==> src/rtl/sr_pkg.sv <==
package sr_pkg;

    localparam int SR_GAIN_W = 14;
    localparam int SR_FRAC_W = 12;
    localparam int SR_OVS_W  = 10;
    localparam int SR_SH_W   = 4;

    typedef enum logic [1:0] {
        SAT_NONE     = 2'd0,
        SAT_UNSIGNED = 2'd1,
        SAT_SIGNED   = 2'd2
    } sat_mode_e;

    typedef struct packed {
        logic                en;
        logic [SR_OVS_W-1:0] ratio;
        logic [SR_SH_W-1:0]  rshift;
        logic [SR_SH_W-1:0]  lshift;
    } ovs_cfg_t;

    function automatic sat_mode_e sat_pick(input logic usat, input logic ssat);
        if (ssat)      return SAT_SIGNED;
        else if (usat) return SAT_UNSIGNED;
        else           return SAT_NONE;
    endfunction

endpackage

==> src/rtl/sr_offset.sv <==
module sr_offset
    import sr_pkg::*;
#(
    parameter int NSLOT = 4,
    parameter int CH_W  = 5,
    parameter int RAW_W = 12,
    parameter int OFS_W = 12,
    parameter int VW    = 14
) (
    input  logic                         clk,
    input  logic                         rst,
    input  logic                         in_valid,
    input  logic [CH_W-1:0]              in_chan,
    input  logic [RAW_W-1:0]             in_data,
    input  logic [NSLOT-1:0][CH_W-1:0]   slot_chan,
    input  logic [NSLOT-1:0][OFS_W-1:0]  slot_ofs,
    input  logic [NSLOT-1:0]             slot_add,
    input  logic [NSLOT-1:0]             slot_usat,
    input  logic [NSLOT-1:0]             slot_ssat,
    output logic                         o_valid,
    output logic signed [VW-1:0]         o_val
);
    localparam int SW = (NSLOT > 1) ? $clog2(NSLOT) : 1;
    localparam logic signed [VW-1:0] SMAX = VW'((1 << (RAW_W-1)) - 1);
    localparam logic signed [VW-1:0] SMIN = -SMAX - VW'(1);

    logic [NSLOT-1:0]       hit;
    logic [SW-1:0]          sel;
    logic                   found;
    logic signed [VW-1:0]   raw_s, ofs_s, sum, corr;
    sat_mode_e              mode;

    for (genvar g = 0; g < NSLOT; g++) begin : g_match
        assign hit[g] = (slot_chan[g] == in_chan);
    end

    // Scan downward so the lowest matching slot wins.
    always_comb begin
        sel   = '0;
        found = 1'b0;
        for (int i = NSLOT-1; i >= 0; i--) begin
            if (hit[i]) begin
                sel   = SW'(i);
                found = 1'b1;
            end
        end
    end

    assign raw_s = $signed({{(VW-RAW_W){1'b0}}, in_data});
    assign ofs_s = $signed({{(VW-OFS_W){1'b0}}, slot_ofs[sel]});
    assign mode  = sat_pick(slot_usat[sel], slot_ssat[sel]);
    assign sum   = slot_add[sel] ? (raw_s + ofs_s) : (raw_s - ofs_s);

    always_comb begin
        if (!found || slot_ofs[sel] == '0) begin
            corr = raw_s;
        end else begin
            unique case (mode)
                SAT_SIGNED:   corr = (sum > SMAX) ? SMAX : ((sum < SMIN) ? SMIN : sum);
                SAT_UNSIGNED: corr = (sum < 0) ? '0 : sum;
                default:      corr = sum;
            endcase
        end
    end

    always_ff @(posedge clk) begin
        if (rst) o_valid <= 1'b0;
        else     o_valid <= in_valid;
        if (in_valid) o_val <= corr;
    end
endmodule

==> src/rtl/sr_gain.sv <==
module sr_gain
    import sr_pkg::*;
#(
    parameter int VW = 14,
    parameter int GW = 16
) (
    input  logic                    clk,
    input  logic                    rst,
    input  logic                    i_valid,
    input  logic signed [VW-1:0]    i_val,
    input  logic                    gain_en,
    input  logic [SR_GAIN_W-1:0]    gain_coef,
    output logic                    o_valid,
    output logic signed [GW-1:0]    o_val
);
    localparam int PW = VW + SR_GAIN_W + 2;
    localparam logic signed [PW-1:0] HALF = PW'(1 << (SR_FRAC_W-1));

    logic signed [PW-1:0] prod, rnd, scaled;
    logic signed [GW-1:0] nxt;

    assign prod   = PW'(i_val) * $signed({2'b00, gain_coef});
    assign rnd    = prod + HALF;
    assign scaled = rnd >>> SR_FRAC_W;
    assign nxt    = gain_en ? scaled[GW-1:0] : GW'(i_val);

    always_ff @(posedge clk) begin
        if (rst) o_valid <= 1'b0;
        else     o_valid <= i_valid;
        if (i_valid) o_val <= nxt;
    end
endmodule

==> src/rtl/sr_accum.sv <==
module sr_accum
    import sr_pkg::*;
#(
    parameter int GW    = 16,
    parameter int ACC_W = 26,
    parameter int OUT_W = 41
) (
    input  logic                    clk,
    input  logic                    rst,
    input  logic                    i_valid,
    input  logic signed [GW-1:0]    i_val,
    input  ovs_cfg_t                cfg,
    output logic                    o_valid,
    output logic signed [OUT_W-1:0] o_data
);
    logic signed [ACC_W-1:0] acc, total, shr;
    logic [SR_OVS_W-1:0]     cnt, lim;
    logic signed [OUT_W-1:0] wide, fin;

    assign lim   = cfg.en ? cfg.ratio : '0;
    assign total = acc + {{(ACC_W-GW){i_val[GW-1]}}, i_val};
    assign shr   = cfg.en ? (total >>> cfg.rshift) : total;
    assign wide  = {{(OUT_W-ACC_W){shr[ACC_W-1]}}, shr};
    assign fin   = wide <<< cfg.lshift;

    always_ff @(posedge clk) begin
        if (rst) begin
            acc     <= '0;
            cnt     <= '0;
            o_valid <= 1'b0;
            o_data  <= '0;
        end else begin
            o_valid <= 1'b0;
            if (i_valid) begin
                if (cnt >= lim) begin
                    acc     <= '0;
                    cnt     <= '0;
                    o_valid <= 1'b1;
                    o_data  <= fin;
                end else begin
                    acc <= total;
                    cnt <= cnt + 1'b1;
                end
            end
        end
    end
endmodule

==> src/rtl/sample_refine.sv <==
module sample_refine
    import sr_pkg::*;
#(
    parameter int NSLOT = 4,
    parameter int CH_W  = 5,
    parameter int RAW_W = 12,
    parameter int OFS_W = 12,
    localparam int VW    = ((RAW_W > OFS_W) ? RAW_W : OFS_W) + 2,
    localparam int GW    = VW + 2,
    localparam int ACC_W = GW + SR_OVS_W,
    localparam int OUT_W = ACC_W + (1 << SR_SH_W) - 1
) (
    input  logic                         clk,
    input  logic                         rst,
    input  logic                         in_valid,
    input  logic [CH_W-1:0]              in_chan,
    input  logic [RAW_W-1:0]             in_data,
    input  logic [NSLOT-1:0][CH_W-1:0]   slot_chan,
    input  logic [NSLOT-1:0][OFS_W-1:0]  slot_ofs,
    input  logic [NSLOT-1:0]             slot_add,
    input  logic [NSLOT-1:0]             slot_usat,
    input  logic [NSLOT-1:0]             slot_ssat,
    input  logic                         gain_en,
    input  logic [SR_GAIN_W-1:0]         gain_coef,
    input  logic                         ovs_en,
    input  logic [SR_OVS_W-1:0]          ovs_ratio,
    input  logic [SR_SH_W-1:0]           ovs_rshift,
    input  logic [SR_SH_W-1:0]           res_lshift,
    output logic                         out_valid,
    output logic [OUT_W-1:0]             out_data
);
    logic                  v1, v2;
    logic signed [VW-1:0]  d1;
    logic signed [GW-1:0]  d2;
    logic signed [OUT_W-1:0] res;
    ovs_cfg_t              cfg;

    assign cfg = '{en: ovs_en, ratio: ovs_ratio, rshift: ovs_rshift, lshift: res_lshift};

    sr_offset #(.NSLOT(NSLOT), .CH_W(CH_W), .RAW_W(RAW_W), .OFS_W(OFS_W), .VW(VW)) ofs_i (
        .clk(clk), .rst(rst), .in_valid(in_valid), .in_chan(in_chan), .in_data(in_data),
        .slot_chan(slot_chan), .slot_ofs(slot_ofs), .slot_add(slot_add),
        .slot_usat(slot_usat), .slot_ssat(slot_ssat), .o_valid(v1), .o_val(d1)
    );

    sr_gain #(.VW(VW), .GW(GW)) gain_i (
        .clk(clk), .rst(rst), .i_valid(v1), .i_val(d1),
        .gain_en(gain_en), .gain_coef(gain_coef), .o_valid(v2), .o_val(d2)
    );

    sr_accum #(.GW(GW), .ACC_W(ACC_W), .OUT_W(OUT_W)) acc_i (
        .clk(clk), .rst(rst), .i_valid(v2), .i_val(d2), .cfg(cfg),
        .o_valid(out_valid), .o_data(res)
    );

    assign out_data = res;
endmodule

==> config.mk <==
export PLATFORM = sky130hd
export DESIGN_NAME = sample_refine
export DESIGN_NICKNAME = d
export VERILOG_FILES = /design/src/rtl/sr_pkg.sv /design/src/rtl/sr_offset.sv /design/src/rtl/sr_gain.sv /design/src/rtl/sr_accum.sv /design/src/rtl/sample_refine.sv
export SDC_FILE = /design/constraint.sdc
export NUM_CORES = 1
export LEC_CHECK = 0
export BUFFER_PORTS_ARGS = -buffer_cell sky130_fd_sc_hd__buf_4
export CAP_MARGIN = 15
export CORE_UTILIZATION = 40
export DETAILED_ROUTE_END_ITERATION = 7
export GPL_TIMING_DRIVEN = 0
export SETUP_SLACK_MARGIN = 0.05
export SYNTH_ARGS = -nofsm -noshare
export SYNTH_HDL_FRONTEND = slang
export SYNTH_SLANG_ARGS = --single-unit
==> constraint.sdc <==
create_clock -name clk -period 7.5 [get_ports clk]
set_input_delay 0.75 -clock clk [delete_from_list [all_inputs] [get_ports clk]]
set_output_delay 0.75 -clock clk [all_outputs]
set_load 0.01 [all_outputs]
### Yosys cells after proc, flatten, opt, wreduce, memory -nomap -nowiden

Cells that the tools add are included.

* bits of input ports: 134
* latch bits: 0
* register bits after elaboration: 110
* memory bits (writable): 0
* memories kept: 0
* ROM bits: 0

* add/sub/neg operators: 5
* eq/ne operators: 6
* multiplexer cells: 30
* multiply operators: 1
* bitwise operators: 1
* magnitude comparators: 5
* divide/modulo/power cells: 0
* reduce and logical (&&, ||, !) cells: 5
* shift-type cells: 2

Operators with widths (count)
* 2-to-1 mux 14 bit: 4
* 2-to-1 mux 26 bit: 2
* <<< shifter 26 x 4 -> 41 bit: 1
* adder 28 x 13 -> 28 bit, second input constant: 1
* multiplier 14 x 15 -> 28 bit: 1
* case mux 14 bit (2 select lines): 1
* adder 26 bit: 1
* >>> shifter 26 x 4 -> 26 bit: 1
* binary-select mux 12 bit (select 2 bit): 1
* 2-to-1 mux 12 bit: 2
* equality test 5 bit: 4
* 2-to-1 mux 10 bit: 2
* 2-to-1 mux 16 bit: 1
* greater-than comparator 14 x 12 -> 1 bit, second input constant: 1
* less-than comparator 14 x 1 -> 1 bit, second input constant: 1
* less-than comparator 14 x 12 -> 1 bit, second input constant: 1
* adder 12 x 12 -> 13 bit: 1
* subtractor 12 x 12 -> 13 bit: 1
* zero test 12 bit: 1
* adder 10 x 1 -> 10 bit, second input constant: 1
* greater-or-equal comparator 10 bit: 1
* 2-to-1 mux 2 bit: 5
* 2-to-1 mux 1 bit: 9
* binary-select mux 1 bit (select 2 bit): 3
* other kinds (8): 8

### Longest topological paths before layout

* depth in word-level cells: 14
* mapped depth: 26
* mapped depth without buffers: 25

### Cells and area by module

A second synthesis with hierarchy kept.

* cell total of the unflattened synthesis: 2375
* area, all modules: 19042.0 µm²

Modules (own cells, without submodules)
* sr_accum: cells each 1220, sequential area each 1561.5 µm², area each 8774.7 µm², instances 1
* sr_gain: cells each 767, sequential area each 500.5 µm², area each 7198.2 µm², instances 1
* sr_offset: cells each 388, sequential area each 440.4 µm², area each 3069.2 µm², instances 1

### Worst setup path before layout

No wires, ideal clock.

* path kind: input-to-reg
* start point: input gain_coef[6]
* end point: register gain_i.o_val[14] (data pin)
* library setup time: 269 ps
* data required time: 7231 ps
* stages on the path: 23
* arrival: 6837 ps
* setup slack: 394 ps
* cell sequence: clkbuf_1 > nand2_1 > fa_1 > inv_1 > fa_1 > fa_1 > inv_1 > fa_1 > fa_1 > inv_1 > fa_1 > ha_1 > a2111oi_0 > o21ai_0 > a41oi_1 > o31ai_1 > o221a_2 > a221o_1 > a211o_1 > a21o_1 > a21oi_1 > xnor2_1 > mux2i_1

* longest elaborated chain between the ends: 3

RTL lines
* start: declaration: line sample_refine.sv:24 `input logic [SR_GAIN_W-1:0] gain_coef,`
* multiplier 14 x 15 -> 28 bit: line sr_gain.sv:22 `assign prod = PW'(i_val) * $signed({2'b00, gain_coef});`
* adder 28 x 13 -> 28 bit: line sr_gain.sv:23 `assign rnd = prod + HALF;`
* 2-to-1 mux 16 bit: line sr_gain.sv:25 `assign nxt = gain_en ? scaled[GW-1:0] : GW'(i_val);`
* named net gain_i.nxt[14]: line sr_gain.sv:20 `logic signed [GW-1:0] nxt;`
* end signal: assignment: line sr_gain.sv:30 `if (i_valid) o_val <= nxt;`
* end: declaration: line sr_gain.sv:14 `output logic signed [GW-1:0] o_val`

The timed path passes the listed nets, and every way through them passes these cells.
A chain may end at the register's enable or synchronous reset.

### Final worst setup path

* start point: register ofs_i.o_val[1]
* end point: register gain_i.o_val[14] (data pin)

* longest elaborated chain between the ends: 3

RTL lines
* start: declaration: line sr_offset.sv:21 `output logic signed [VW-1:0] o_val`
* start signal: assignment: line sr_offset.sv:69 `if (in_valid) o_val <= corr;`
* multiplier 14 x 15 -> 28 bit: line sr_gain.sv:22
* adder 28 x 13 -> 28 bit: line sr_gain.sv:23
* 2-to-1 mux 16 bit: line sr_gain.sv:25
* named net gain_i.nxt[14]: line sr_gain.sv:20

The timed path passes the listed nets, and every way through them passes these cells.

==> metrics.md <==
| Metric | Value |
|---|---|
| Outcome | finished with violations |
| Failing checks | DRC |
| Layout cells sized above 1 | 12.64% |
| Die height | 213.6 microns |
| Residual DRC | 2 |
| Worst Setup EP | gain_i.o_val[14] |
| Buf/Inv on CP | 4 |
| Core Util, Final | 46.24% |
| Crit. path cell count | 23 |
| Worst endpoint data arrival time | 7.31 ns |
| Critical R2R Launch | ofs_i.o_val[1] |
| P_leak | 9.224 nW |
| Most frequent cells after synthesis | nand2_1 (243), inv_1 (231), ha_1 (160), nor2_1 (159), fa_1 (145) |
| Antenna Cells | 0 |
| Total number of vias | 17.54k |
| Die Span X | 213.6 microns |
| Fin crit period | 7.200 ns |
| Crit share post-route | 96.00% |
| CP endpoint kind | flip-flop |
| Reg2Reg Setup Slack | 0.30 ns |
| P&R area growth vs syn | 14.14% |
| Maxcap violations | 0 |
| Top_reg_cell synth | dfxtp_1 |
| Ports | 176 |
| Clock Path Buffers | 2 |
| Final cell count without fillers | 2989 |
| Yosys warns | 0 |
| Worst Hold Class | flip-flop to flip-flop |
| Data required time at the worst endpoint | 7.61 ns |
| Nets | 2831 |
| Average routed wire per standard cell | 21.27 microns |
| RSZ-0062 raised after global routing | false |
| Worst R2R End | gain_i.o_val[14] |
| Filler cells | 4430 |
| Largest cells by area after synthesis | fa_1 (16%), ha_1 (11%), dfxtp_1 (8.9%) |
| Pwr Density | 382.8 nW/um^2 |
| Leading area contributor after synthesis | fa_1 |
| Timing-limited maximum frequency | 138.9 MHz |
| Slowest stage delay, CP | 0.61 ns |
| Post-synth EDFFs | 30 |
| Setup Slack @ Placement | -0.9956 ns |
| Clock Skew | 0.01682 ns |
| Crit path top cell by count | fa_1 |
| Post-Route WL | 63580 microns |
| Kind of critical path | flip-flop to flip-flop |
| Post-synthesis cell area | 17910 sq um |
| Max-slew violation count | 0 |
| Worst path slowest cell | fa_2 |
| Largest fanout on the critical path | 10 |
| Antenna violations before repair | 0 |
| Placed cells | 2967 |
| DP Wirelength | 51180 microns |
| Clk pin slew, worst setup/hold paths | 0.08 ns |
| Worst slew pin tran | 1.200 ns |
| Hold Crit Depth | 2 |
| Initial DRC count | 1434 |
| First-pass GRT wire length | 99350 microns |
| Async SR Flop Fraction | 0% |
| Top cell type's share of synthesized area | 16.20% |
| Cell variety after synth | 85 |
| Clock sinks | 110 |
| Worst vdd ir | 0.5424 mV |
| Placer Congestion | 0.9767 |
| Starting Density | 40.51% |
| Hold Vio Cnt, Final | 0 |
| Startpoint types | flip-flop |
| Hold buffers post-CTS | 0 |
| CP cell instances | buf_4, and2_1, fa_1, fa_1, fa_1, inv_1, fa_1, fa_1, inv_1, fa_2, ha_4, a2111oi_4, o21ai_1, a41oi_2, buf_4, o31ai_4, o221a_4, a221o_1, a211o_1, a21o_1, a21oi_1, xnor2_1, mux2i_1 |
| Final setup vio count | 0 |
| Port Buf Inserts | 172 |
| Sequential share of the synthesized area | 13.97% |
| Core area | 44220 sq um |
| Row count | 77 |
| Vias in the first global route | 17.72k |
| Fin Hold WS | 0.4634 ns |
| 1st-pass router iterations | 8 |
| Crit. Startpoint | ofs_i.o_val[1] |
| CTS tree | built |
| Clk Latency, worst-skew pair | 0.40 ns |
| Number of CTS-inserted buffers | 9 |
| Post-synthesis register bit count | 110 |
| Final worst slack | 0.3000 ns |
| Critical path's top delay family | adder cells |
| Mapped Nets | 2640 |
| Cells on worst reg2reg path | 23 |
| Post-Syn Instances | 2201 |
| Global-route congestion overflow total | 0 |
| Largest net degree at the start of global routing | 20 |
| Slew Limit Headroom | 17.95% |
| GRT Total Usage | 28.28% |
| Routed vias/inst | 5.867 |
| Clk root buf | clkbuf_16 |
| ANT nets after route | 0 |
| Count leader, synth | nand2_1 |
| Mapped Avg Cell Area | 8.139 sq um |
| Die area | 45630 sq um |
| H-tree depth | 3 |
## layout make-up
class	count	area [sq um]	share of cell area (%)
Timing Repair Buffer	185	1390	6.798
Sequential cell	110	2502	12.24
Clock buffer	10	239.0	1.169
Multi-Input combinational cell	1730	14100	68.96
Tap cell	592	740.7	3.623
Buffer	120	511.7	2.503
Clock inverter	6	76.32	0.3733
Inverter	236	885.9	4.332
## layout by cell type, fill, tap and decap left out, types with 13 or more instances in the layout
master | Yosys | layout
nand2_1 | 243 | 243
inv_1 | 231 | 231
buf_4 | 3 | 188
nor2_1 | 159 | 159
ha_1 | 160 | 159
fa_1 | 145 | 144
a21oi_1 | 106 | 106
and2_1 | 93 | 93
clkbuf_1 | 107 | 90
dfxtp_1 | 80 | 80
o21ai_0 | 74 | 73
mux2i_1 | 50 | 50
a211oi_1 | 49 | 48
nor3_1 | 46 | 46
xnor2_1 | 46 | 46
mux2_2 | 32 | 32
xor2_1 | 30 | 30
o211ai_1 | 30 | 30
edfxtp_1 | 30 | 30
a21o_1 | 28 | 28
a22oi_1 | 28 | 28
nand3_1 | 26 | 26
nand2b_1 | 24 | 24
o21a_1 | 21 | 21
nor2b_1 | 20 | 20
o221ai_1 | 19 | 19
a31oi_1 | 18 | 18
nor4_1 | 18 | 18
o31ai_1 | 17 | 16
nand4_1 | 16 | 16
and3_1 | 13 | 13
or3_1 | 13 | 13
o22ai_1 | 13 | 13
## tightest hold or removal path: stages (launching register included)
cell	delay (ns)
dfxtp_1	0.32
nand2_1	0.05
a21oi_1	0.05
## metrics by stage
stage	power [W]	setup TNS, ns	cell area (sq um)
finish	0.007828	0	20450
CTS	0.007590	0	20380
floorplan	0.005349	0	17910
global placement	0.006783	-5.920	19950
global route	0.008629	0	20450
detailed placement	0.006869	-6.296	19970
## state kept, by name (all words and copies together), names as in the netlist
name,count
acc_i.o_data,41
acc_i.acc,26
gain_i.o_val,16
ofs_i.o_val,14
acc_i.cnt,10
acc_i.o_valid,1
gain_i.o_valid,1
ofs_i.o_valid,1
## per-layer routing
layer / vias up / track usage [%] / share of wire, %
li1: 8170 / - / -
met1: 8605 / 35.36 / 42
met2: 618 / 49.03 / 48
met3: 142 / 3.090 / 4.9
met4: 0 / 12.56 / 4.6
met5: - / 0 / 0
## power breakdown
part | leakage (nW) | internal [W] | switching (W)
clock | 0.156 | 0.000274 | 0.000259
sequential | 0.934 | 0.000785 | 0.0000480
combinational | 8.13 | 0.00283 | 0.00363
total | 9.22 | 0.00389 | 0.00394
## how the worst min path moves through the flow
stage	from	to	slack, ns
floorplan	acc_i.acc[19]	acc_i.acc[19]	0.45
global placement	acc_i.o_data[32]	acc_i.o_data[32]	0.43
detailed placement	acc_i.o_data[3]	acc_i.o_data[3]	0.46
CTS	acc_i.o_data[3]	acc_i.o_data[3]	0.47
global route	acc_i.o_data[3]	acc_i.o_data[3]	0.48
finish	acc_i.o_data[3]	acc_i.o_data[3]	0.46
## kinds of logic after synthesis
group | Yosys count | share of synthesized area [%]
flops | 110 | 13.97
xor+xnor | 76 | 3.716
compound gates | 559 | 22.57
simple gates | 697 | 18.48
buf+inv | 361 | 7.697
mux | 93 | 6.188
fa+ha+maj | 305 | 27.38
## what timing repair did
action	CTS	global route
resized for setup	23	11
endpoints found under the setup margin	10	4
buffers inserted	8	3
pin swaps	0	2
(Power assumes the default switching activity.)
